--- src/rtl/lbc_pkg.sv ---
package lbc_pkg;
  typedef enum logic {
    PORT_LOOP    = 1'b0,
    PORT_INGRESS = 1'b1
  } port_e;
endpackage

--- src/rtl/lbc_rule_table.sv ---
module lbc_rule_table #(
  parameter int N_FIELDS = 4,
  parameter int N_RULES  = 8,
  localparam int IDX_W   = (N_RULES > 1) ? $clog2(N_RULES) : 1
) (
  input  logic                clk_i,
  input  logic                rst_ni,
  input  logic                we_i,
  input  logic [IDX_W-1:0]    widx_i,
  input  logic                w_valid_i,
  input  logic                w_port_care_i,
  input  logic                w_port_ingress_i,
  input  logic [N_FIELDS-1:0] w_match_i,
  input  logic [N_FIELDS-1:0] w_care_i,
  input  logic [N_FIELDS-1:0] w_rw_val_i,
  input  logic [N_FIELDS-1:0] w_rw_mask_i,
  input  logic                w_fwd_out_i,
  input  logic                look_port_i,
  input  logic [N_FIELDS-1:0] look_hdr_i,
  output logic [N_RULES-1:0]  hit_o,
  input  logic [IDX_W-1:0]    sel_idx_i,
  output logic [N_FIELDS-1:0] sel_rw_val_o,
  output logic [N_FIELDS-1:0] sel_rw_mask_o,
  output logic                sel_fwd_out_o
);
  logic                valid_q   [N_RULES];
  logic                pcare_q   [N_RULES];
  logic                pin_q     [N_RULES];
  logic [N_FIELDS-1:0] match_q   [N_RULES];
  logic [N_FIELDS-1:0] care_q    [N_RULES];
  logic [N_FIELDS-1:0] rw_val_q  [N_RULES];
  logic [N_FIELDS-1:0] rw_mask_q [N_RULES];
  logic                fwd_q     [N_RULES];

  for (genvar r = 0; r < N_RULES; r++) begin : g_rule
    always_ff @(posedge clk_i or negedge rst_ni) begin
      if (!rst_ni) begin
        valid_q[r]   <= 1'b0;
        pcare_q[r]   <= 1'b0;
        pin_q[r]     <= 1'b0;
        match_q[r]   <= '0;
        care_q[r]    <= '0;
        rw_val_q[r]  <= '0;
        rw_mask_q[r] <= '0;
        fwd_q[r]     <= 1'b0;
      end else if (we_i && (widx_i == IDX_W'(r))) begin
        valid_q[r]   <= w_valid_i;
        pcare_q[r]   <= w_port_care_i;
        pin_q[r]     <= w_port_ingress_i;
        match_q[r]   <= w_match_i;
        care_q[r]    <= w_care_i;
        rw_val_q[r]  <= w_rw_val_i;
        rw_mask_q[r] <= w_rw_mask_i;
        fwd_q[r]     <= w_fwd_out_i;
      end
    end

    // ternary compare: care bit 0 is a wildcard
    assign hit_o[r] = valid_q[r]
                    && (!pcare_q[r] || (pin_q[r] == look_port_i))
                    && (((look_hdr_i ^ match_q[r]) & care_q[r]) == '0);
  end

  assign sel_rw_val_o  = rw_val_q[sel_idx_i];
  assign sel_rw_mask_o = rw_mask_q[sel_idx_i];
  assign sel_fwd_out_o = fwd_q[sel_idx_i];
endmodule

--- src/rtl/lbc_prio_pick.sv ---
module lbc_prio_pick #(
  parameter int N_RULES = 8,
  localparam int IDX_W  = (N_RULES > 1) ? $clog2(N_RULES) : 1
) (
  input  logic [N_RULES-1:0] hit_i,
  output logic               any_o,
  output logic [IDX_W-1:0]   idx_o
);
  // lowest index wins: scan downward so the last assignment is the smallest hit
  always_comb begin
    idx_o = '0;
    for (int r = N_RULES - 1; r >= 0; r--) begin
      if (hit_i[r]) idx_o = IDX_W'(r);
    end
  end
  assign any_o = |hit_i;
endmodule

--- src/rtl/lbc_loop_counter.sv ---
module lbc_loop_counter #(
  parameter int N_FIELDS = 4,
  parameter int N_RULES  = 8,
  parameter int CNT_W    = 16,
  localparam int IDX_W   = (N_RULES > 1) ? $clog2(N_RULES) : 1
) (
  input  logic                clk_i,
  input  logic                rst_ni,
  input  logic                cfg_we_i,
  input  logic [IDX_W-1:0]    cfg_idx_i,
  input  logic                cfg_valid_i,
  input  logic                cfg_port_care_i,
  input  logic                cfg_port_ingress_i,
  input  logic [N_FIELDS-1:0] cfg_match_i,
  input  logic [N_FIELDS-1:0] cfg_care_i,
  input  logic [N_FIELDS-1:0] cfg_rw_val_i,
  input  logic [N_FIELDS-1:0] cfg_rw_mask_i,
  input  logic                cfg_fwd_out_i,
  input  logic                in_valid_i,
  input  logic [N_FIELDS-1:0] in_hdr_i,
  output logic                in_ready_o,
  output logic                busy_o,
  output logic [N_FIELDS-1:0] hdr_o,
  output logic [CNT_W-1:0]    pass_cnt_o,
  output logic                out_valid_o,
  output logic [N_FIELDS-1:0] out_hdr_o
);
  import lbc_pkg::*;

  logic                busy_q;
  logic [N_FIELDS-1:0] hdr_q;
  logic [CNT_W-1:0]    pass_q;
  logic                out_valid_q;
  logic [N_FIELDS-1:0] out_hdr_q;

  logic                accept;
  logic                fire;
  port_e               look_port;
  logic [N_FIELDS-1:0] look_hdr;
  logic [N_RULES-1:0]  hit;
  logic                any_hit;
  logic [IDX_W-1:0]    win_idx;
  logic [N_FIELDS-1:0] rw_val;
  logic [N_FIELDS-1:0] rw_mask;
  logic                fwd_out;
  logic [N_FIELDS-1:0] next_hdr;

  assign accept    = in_valid_i && !busy_q;
  assign fire      = busy_q || accept;
  assign look_port = busy_q ? PORT_LOOP : PORT_INGRESS;
  assign look_hdr  = busy_q ? hdr_q : in_hdr_i;

  lbc_rule_table #(
    .N_FIELDS(N_FIELDS),
    .N_RULES (N_RULES)
  ) i_table (
    .clk_i           (clk_i),
    .rst_ni          (rst_ni),
    .we_i            (cfg_we_i && !busy_q),
    .widx_i          (cfg_idx_i),
    .w_valid_i       (cfg_valid_i),
    .w_port_care_i   (cfg_port_care_i),
    .w_port_ingress_i(cfg_port_ingress_i),
    .w_match_i       (cfg_match_i),
    .w_care_i        (cfg_care_i),
    .w_rw_val_i      (cfg_rw_val_i),
    .w_rw_mask_i     (cfg_rw_mask_i),
    .w_fwd_out_i     (cfg_fwd_out_i),
    .look_port_i     (look_port),
    .look_hdr_i      (look_hdr),
    .hit_o           (hit),
    .sel_idx_i       (win_idx),
    .sel_rw_val_o    (rw_val),
    .sel_rw_mask_o   (rw_mask),
    .sel_fwd_out_o   (fwd_out)
  );

  lbc_prio_pick #(
    .N_RULES(N_RULES)
  ) i_prio (
    .hit_i(hit),
    .any_o(any_hit),
    .idx_o(win_idx)
  );

  assign next_hdr = (look_hdr & ~rw_mask) | (rw_val & rw_mask);

  always_ff @(posedge clk_i or negedge rst_ni) begin
    if (!rst_ni) begin
      busy_q      <= 1'b0;
      hdr_q       <= '0;
      pass_q      <= '0;
      out_valid_q <= 1'b0;
      out_hdr_q   <= '0;
    end else begin
      out_valid_q <= 1'b0;
      if (fire) begin
        pass_q <= busy_q ? pass_q + 1'b1 : '0;
        if (!any_hit) begin
          busy_q <= 1'b0;              // no rule: discard
        end else if (fwd_out) begin
          busy_q      <= 1'b0;
          out_valid_q <= 1'b1;
          out_hdr_q   <= next_hdr;
        end else begin
          busy_q <= 1'b1;
          hdr_q  <= next_hdr;
        end
      end
    end
  end

  assign in_ready_o  = !busy_q;
  assign busy_o      = busy_q;
  assign hdr_o       = hdr_q;
  assign pass_cnt_o  = pass_q;
  assign out_valid_o = out_valid_q;
  assign out_hdr_o   = out_hdr_q;
endmodule

--- config.mk ---
export PLATFORM = sky130hd
export DESIGN_NAME = lbc_loop_counter
export DESIGN_NICKNAME = d
export VERILOG_FILES = /design/src/rtl/lbc_pkg.sv /design/src/rtl/lbc_rule_table.sv /design/src/rtl/lbc_prio_pick.sv /design/src/rtl/lbc_loop_counter.sv
export SDC_FILE = /design/constraint.sdc
export NUM_CORES = 1
export LEC_CHECK = 0
export ABC_AREA = 0
export BUFFER_PORTS_ARGS = -buffer_cell sky130_fd_sc_hd__buf_4
export CAP_MARGIN = 20
export CORE_UTILIZATION = 54
export CTS_CLUSTER_DIAMETER = 60
export DETAILED_ROUTE_END_ITERATION = 12
export PLACE_DENSITY = 0.82
export SLEW_MARGIN = 30
export SYNTH_ARGS = -nofsm -noshare
export SYNTH_HDL_FRONTEND = slang
export SYNTH_HIERARCHICAL = 1
export SYNTH_SLANG_ARGS = --single-unit
--- constraint.sdc ---
create_clock -name clk_i -period 5.1 [get_ports clk_i]
set_clock_uncertainty 0.05 [all_clocks]
set_input_delay 0.51 -clock clk_i [delete_from_list [all_inputs] [get_ports clk_i]]
set_output_delay 0.51 -clock clk_i [all_outputs]
set_load 0.005 [all_outputs]
Word level (Yosys, flattened, before mapping)

Cells that the tools add are included.

Output and inout bits: 27
Input port bits: 31
Bits in registers: 186
Logic and storage cells: 189

Add/subtract/negate cells: 1
Reduce and logical (&&, ||, !) cells: 56
$lt $le $gt $ge: 1
Equality and inequality tests: 15
Bitwise gates (word level): 22
Mux-type cells: 25

Operators with widths:

| kind                                                             | count |
|---|---|
| 4-bit AND                                                        | 10 |
| 4-bit zero test                                                  | 8 |
| 4-bit XOR                                                        | 8 |
| 1-bit logical AND                                                | 26 |
| 4-bit binary-select mux with 3-bit select                        | 2 |
| 3-bit 2-to-1 mux                                                 | 8 |
| 4-bit 2-to-1 mux                                                 | 5 |
| 16-bit by 1-bit adder with 16-bit output (second input constant) | 1 |
| 16-bit 2-to-1 mux                                                | 1 |
| 3-bit == test (second input constant)                            | 4 |
| 1-bit zero test                                                  | 9 |
| 1-bit logical OR                                                 | 9 |
| 1-bit == test                                                    | 8 |
| 1-bit 2-to-1 mux                                                 | 8 |
| 8-bit OR reduction                                               | 1 |
| 3-bit by 2-bit == test with 1-bit output (second input constant) | 2 |
| 3-bit AND reduction                                              | 2 |
| 4-bit >= comparator (second input constant)                      | 1 |
| 3-bit inverter with 4-bit output                                 | 1 |
| 4-bit inverter                                                   | 1 |
| 4-bit OR                                                         | 1 |
| 1-bit binary-select mux with 3-bit select                        | 1 |
| 3-bit by 1-bit == test with 1-bit output (second input constant) | 1 |
| 3-bit zero test                                                  | 1 |
| 1-bit inverter                                                   | 1 |

Logic depth before layout (Yosys ltp)

Word-level depth: 20
Depth in mapped cells: 16
Depth with buffers taken out: 12

Modules after synthesis

The synthesis kept the hierarchy.

Modules (own cells, without submodules):

| module           | area each (sq um) | seq. area each (sq um) | cells each | instances |
|---|---|---|---|---|
| lbc_rule_table   | 7,173.1           | 4,003.8                | 455        | 1 |
| lbc_loop_counter | 1,261.2           | 650.6                  | 118        | 1 |
| lbc_prio_pick    | 81.3              | 0.0                    | 13         | 1 |

Worst setup path after synthesis

Ideal clock, no wire load.

Path kind: reg2reg
Start point: register busy_q (netlist: busy_o)
End point: register out_hdr_q[3] (netlist: out_hdr_o[3])
Stages on the path, launching flop included: 16
Arrival: 3.498 ns
Clock period less this slack: 3.673 ns
Setup slack: 1.427 ns
Data required time: 4.925 ns
Path buffers: 4
Setup time: 0.125 ns
Cell sequence: dfrtp_1 buf_6 mux2_1 buf_2 xor2_1 a22oi_1 and4_1 o21ai_0 a21boi_0 buf_6 buf_12 mux4_2 mux2_4 o211ai_2 inv_2 mux2_4

Elaborated cells between the ends (all ways): 85
Classes of those cells: eq/ne: 8; mux: 19; bitwise: 21; reduce/logical: 37

RTL lines:

| what                                                   | RTL line                | RTL |
|---|---|---|
| from (decl)                                            | lbc_loop_counter.sv:30  | `logic busy_q;` |
| from (signal assigned)                                 | lbc_loop_counter.sv:90  | `busy_q <= 1'b0;` |
| from (signal assigned)                                 | lbc_loop_counter.sv:100 | `busy_q <= 1'b0;` |
| from (signal assigned)                                 | lbc_loop_counter.sv:102 | `busy_q <= 1'b0;` |
| 4-bit 2-to-1 mux                                       | lbc_loop_counter.sv:51  | `assign look_hdr = busy_q ? hdr_q : in_hdr_i;` |
| via look_hdr[2]                                        | lbc_loop_counter.sv:39  | `logic [N_FIELDS-1:0] look_hdr;` |
| 4-bit XOR                                              | lbc_rule_table.sv:61    | `&& (((look_hdr_i ^ match_q[r]) & care_q[r]) == '0);` |
| 4-bit AND                                              | lbc_rule_table.sv:61    |  |
| 4-bit zero test                                        | lbc_rule_table.sv:61    |  |
| 1-bit logical AND                                      | lbc_rule_table.sv:61    |  |
| via hit[6]                                             | lbc_loop_counter.sv:40  | `logic [N_RULES-1:0] hit;` |
| 3-bit 2-to-1 mux (7 in a row)                          | lbc_prio_pick.sv:13     | `if (hit_i[r]) idx_o = IDX_W'(r);` |
| via win_idx[1]                                         | lbc_loop_counter.sv:42  | `logic [IDX_W-1:0] win_idx;` |
| 3-bit inverter with 4-bit output (implied by the code) | lbc_rule_table.sv:66    | `assign sel_fwd_out_o = fwd_q[sel_idx_i];` |
| 1-bit binary-select mux with 3-bit select              | lbc_rule_table.sv:66    |  |
| 1-bit 2-to-1 mux (implied by the code) (2 in a row)    | lbc_rule_table.sv:66    |  |
| via fwd_out                                            | lbc_loop_counter.sv:45  | `logic fwd_out;` |
| 3-bit AND reduction (no source line)                   | --                      |  |
| to (signal assigned)                                   | lbc_loop_counter.sv:104 | `out_hdr_q <= next_hdr;` |
| to (decl)                                              | lbc_loop_counter.sv:34  | `logic [N_FIELDS-1:0] out_hdr_q;` |

The timed path passes the listed nets, and every way through them passes these cells. The select of a mux whose other input is x is not followed.
A chain may end at the register's enable or synchronous reset.

Worst setup path after layout

Start point: register busy_q (netlist: busy_o)
End point: register hdr_q[1] (netlist: hdr_o[1])

Cells in the longest elaborated chain, start to end: 20
Elaborated cells between the ends (all ways): 86
Classes of those cells: eq/ne: 8; mux: 19; bitwise: 22; reduce/logical: 37

RTL lines:

| what                                                     | RTL line                | RTL |
|---|---|---|
| 4-bit 2-to-1 mux *                                       | lbc_loop_counter.sv:51  |  |
| via look_hdr[1]                                          | lbc_loop_counter.sv:39  |  |
| 4-bit XOR *                                              | lbc_rule_table.sv:61    |  |
| 4-bit AND *                                              | lbc_rule_table.sv:61    |  |
| 4-bit zero test *                                        | lbc_rule_table.sv:61    |  |
| 1-bit logical AND *                                      | lbc_rule_table.sv:61    |  |
| via hit[7]                                               | lbc_loop_counter.sv:40  |  |
| 3-bit 2-to-1 mux * (8 in a row)                          | lbc_prio_pick.sv:13     |  |
| via win_idx[1]                                           | lbc_loop_counter.sv:42  |  |
| 3-bit inverter with 4-bit output (implied by the code) * | lbc_rule_table.sv:65    | `assign sel_rw_mask_o = rw_mask_q[sel_idx_i];` |
| 4-bit binary-select mux with 3-bit select *              | lbc_rule_table.sv:65    |  |
| 4-bit 2-to-1 mux (implied by the code) * (2 in a row)    | lbc_rule_table.sv:65    |  |
| via rw_mask[1]                                           | lbc_loop_counter.sv:44  | `logic [N_FIELDS-1:0] rw_mask;` |
| 4-bit inverter                                           | lbc_loop_counter.sv:86  | `assign next_hdr = (look_hdr & ~rw_mask) \| (rw_val & rw_mask);` |
| 4-bit AND                                                | lbc_loop_counter.sv:86  |  |
| 4-bit OR *                                               | lbc_loop_counter.sv:86  |  |
| to (signal assigned)                                     | lbc_loop_counter.sv:107 | `hdr_q <= next_hdr;` |
| to (decl)                                                | lbc_loop_counter.sv:31  | `logic [N_FIELDS-1:0] hdr_q;` |

The timed path passes the listed nets; every way through them passes the cells marked *. The select of a mux whose other input is x is not followed.

==> flow_metrics.py <==
metrics = {
    "critical_path": {
        "arrival_ns": 4.51,
        "r2r_slack_ns": 0.87,
        "crit_path_start": "busy_o$_DFFE_PN0N_",
        "reg2reg_to": "hdr_o[1]$_DFFE_PN0P_",
        "end_kind": "flip-flop",
        "critPathMaxFanout": 12,
        "cp.required_ns": 5.38,
        "crit_type": "flip-flop to flip-flop",
        "reg2regPathDepth": 11,
        "timing.rr.start": "busy_o$_DFFE_PN0N_",
        "start_kind": "flip-flop",
    },
    "clock_network": {
        "post-cts-setup-buffers": 0,
        "cts_root_buffer": "clkbuf_16",
        "clockBufferDepth": 2,
        "clk_latency_ns": 0.43,
        "clkTransAtPathRegs_ns": 0.06,
        "htree_levels": 4,
        "cts_buffers": 17,
        "cts-resized-gates": 0,
        "cts_hold_buf": 0,
        "cts_tree": "done",
        "clkSinkCount": 186,
    },
    "sta": {
        "finalHoldViolations": 0,
        "fin_setup_tns_ns": 0,
        "finalCriticalPeriod_ns": 4.228,
        "hold_ws_ns": 0.09232,
        "setup_viol": 0,
        "rsz0062_at_grt": "no",
        "max-slew-margin-rel_pct": 32.78,
        "tightest_slew_ns": 0.9975,
        "drv_slew": 0,
        "fin_crit_sh_pct": 82.91,
        "clock.fmax_ghz": 0.2365,
    },
    "detailed_routing": {
        "wl_per_cell_um": 21.08,
        "vias_per_cell": 5.931,
        "firstDrtPassIters": 4,
        "ant_nets": 0,
        "drc": 0,
        "drt_iter0_markers": 269,
        "wl_mm": 18.32,
        "vias": 5154,
    },
    "layout": {
        "final_nets": 679,
        "antenna_cells": 0,
        "area_growth_pct": 14.75,
        "final_cell_area_mm2": 0.009772,
        "final_layout_size_suffix_gt1_share_pct": 44.07,
        "final_util_pct": 63.81,
    },
    "global_routing": {
        "antenna_found_initial": 0,
        "grt_first_pass_wirelength_mm": 29.61,
        "grt_use_total_pct": 24.44,
        "grt_max_degree": 91,
        "grt_overflow_total": 0,
        "grt_pass1_vias": 5512,
    },
    "pwr": {
        "power_mw": 6.829,
        "power_frac_seq_pct": 36.2,
        "ir_drop_v": 0.0003642,
        "p_leak_nw": 4.346,
        "comb_power_share_pct": 44.2,
        "p_clk_share_pct": 19.7,
        "p_per_area_mw_per_mm2": 698.8,
        "swShare_pct": 32.54,
        "p_sw_mw": 2.222,
        "p_int_mw": 4.606,
    },
    "die": {
        "ios": 58,
        "core_mm2": 0.01531,
        "dieArea_mm2": 0.01628,
        "die_y_um": 127.6,
        "die_w_um": 127.6,
        "start_util_pct": 55.60,
        "core.rowCount": 45,
    },
    "placed_design": {
        "io_buffers": 57,
        "hpwl_mm": 12.15,
        "placed_area_mm2": 0.009169,
        "routabilityCongestion": 0.8362,
    },
    "logic_synthesis": {
        "synth_area_mm2": 0.008516,
        "netlist_instances": 586,
        "synth_top_area_cell": "dfrtp_1",
        "synth_top_area_share_pct": 54.66,
        "synthDistinctLibCells": 42,
        "avgSynthCellArea_um2": 14.53,
        "synth-edff-count": 0,
        "synth.most_common_cell": "dfrtp_1",
        "synthTopCellsByArea": "dfrtp_1 55%, mux2_2 21%, xor2_1 4.1%, mux4_1 3.1%, mux4_2 2.1%",
        "synthTopCellsByCount": "186 x dfrtp_1, 159 x mux2_2, 40 x xor2_1",
        "synthFlopType": "dfrtp_1",
        "synth.yosys.warnings": 6,
        "async_flop_share_pct": 100.0,
        "syn_nets": 618,
        "ys_seq_elements": 186,
        "seq_area_frac_synth_pct": 54.66,
    },
    "min_path": {
        "min_path_type": "input pin to asynchronous set/reset pin",
    },
    "status": {
        "status": "finished, final reports clean",
    },
    "job": {
        "drv_cap": 0,
    },
}
## metrics by stage
| step | setup WS (ns) | cells |
|---|---|---|
| global route | 0.5862 | 869 |
| CTS | 0.8444 | 869 |
| global placement | 0.8140 | 839 |
| detailed placement | 0.6868 | 839 |
| floorplan | 1.427 | 586 |
| finish | 0.8715 | 869 |
## layer usage
| metal | vias to the layer above | routed length, µm | global-route usage [%] |
|---|---|---|---|
| li1 | 2292 | - | - |
| met4 | 0 | 335 | 8.235 |
| met2 | 138 | 9475 | 42.30 |
| met5 | - | 0 | 0 |
| met1 | 2699 | 7510 | 30.34 |
| met3 | 25 | 1001 | 5.611 |
## cell usage in the layout (no fill, tap or decap), types with 8 or more instances in the layout
master     Yosys  layout
nand2_1       24      24
mux4_2         8       8
xor2_1        40      40
buf_4          3      70
o21ai_0       14      14
mux2_4        11      11
mux2_2       159     159
o31ai_1        8       8
nand3_1        8       8
dfrtp_1      186     186
mux4_1        10      10
a22oi_1       16      16
and4_1        10      10
clkbuf_16      0      17
## registers in the layout, indices dropped and copies added, names as in the netlist, 4 cells and up
name and flops:
i_table/care_q 32, hdr_o 4, i_table/pcare_q 8, i_table/fwd_q 8
pass_cnt_o 16, i_table/rw_val_q 32, i_table/rw_mask_q 32, i_table/pin_q 8
i_table/valid_q 8, i_table/match_q 32, out_hdr_o 4
## power groups by stage
stage                     Clock [mW]  Combinational, mW  Sequential [mW]
after global routing            1.43               3.24             2.54
final                           1.34               3.02             2.47
after global placement             0               2.90             2.44
after floorplan                    0               2.40             2.36
after detailed placement           0               3.02             2.49
after CTS                       1.36               3.04             2.47
## worst max-delay path: stages, from the launching register on
cell and delay [ns]:
dfrtp_1 0.41, mux2_1 0.59, xor2_1 0.26, a22oi_1 0.26, and4_1 0.28, o21ai_0 0.13, a21boi_2 0.54, buf_4 0.36
mux4_1 0.58, mux2_4 0.29, mux2i_1 0.13, o31ai_1 0.24
## logic make-up after synthesis
| kind of cell | after synthesis | synth area share, % |
|---|---|---|
| AO/OA/AOI/OAI | 55 | 4.349 |
| XOR/XNOR | 40 | 4.114 |
| adder cells (fa/ha/maj) | 1 | 0.1469 |
| buffers and inverters | 35 | 2.366 |
| flip-flops | 186 | 54.66 |
| multiplexers | 200 | 29.66 |
| AND/OR/NAND/NOR | 69 | 4.702 |
## area by class of cell
class                           instances  area [µm²]
Timing Repair Buffer                   71       536.8
Inverter                                6       22.52
Tap cell                              211       264.0
Clock inverter                          7       115.1
Clock buffer                           23       488.0
Fill cell                            1119        5543
Sequential cell                       186        4654
Multi-Input combinational cell        365        3691
## worst max-delay path by stage
stage	endpoint	slack, ns	cells past startpoint
5_1_grt	hdr_o[2]$_DFFE_PN0P_	0.59	13
2_1_floorplan	out_hdr_o[3]$_DFFE_PN0P_	1.43	15
6_report	hdr_o[1]$_DFFE_PN0P_	0.87	11
4_1_cts	hdr_o[1]$_DFFE_PN0P_	0.84	11
3_5_place_dp	hdr_o[1]$_DFFE_PN0P_	0.69	12
3_3_place_gp	hdr_o[2]$_DFFE_PN0P_	0.81	12
Power figures use the tool's default switching activity.
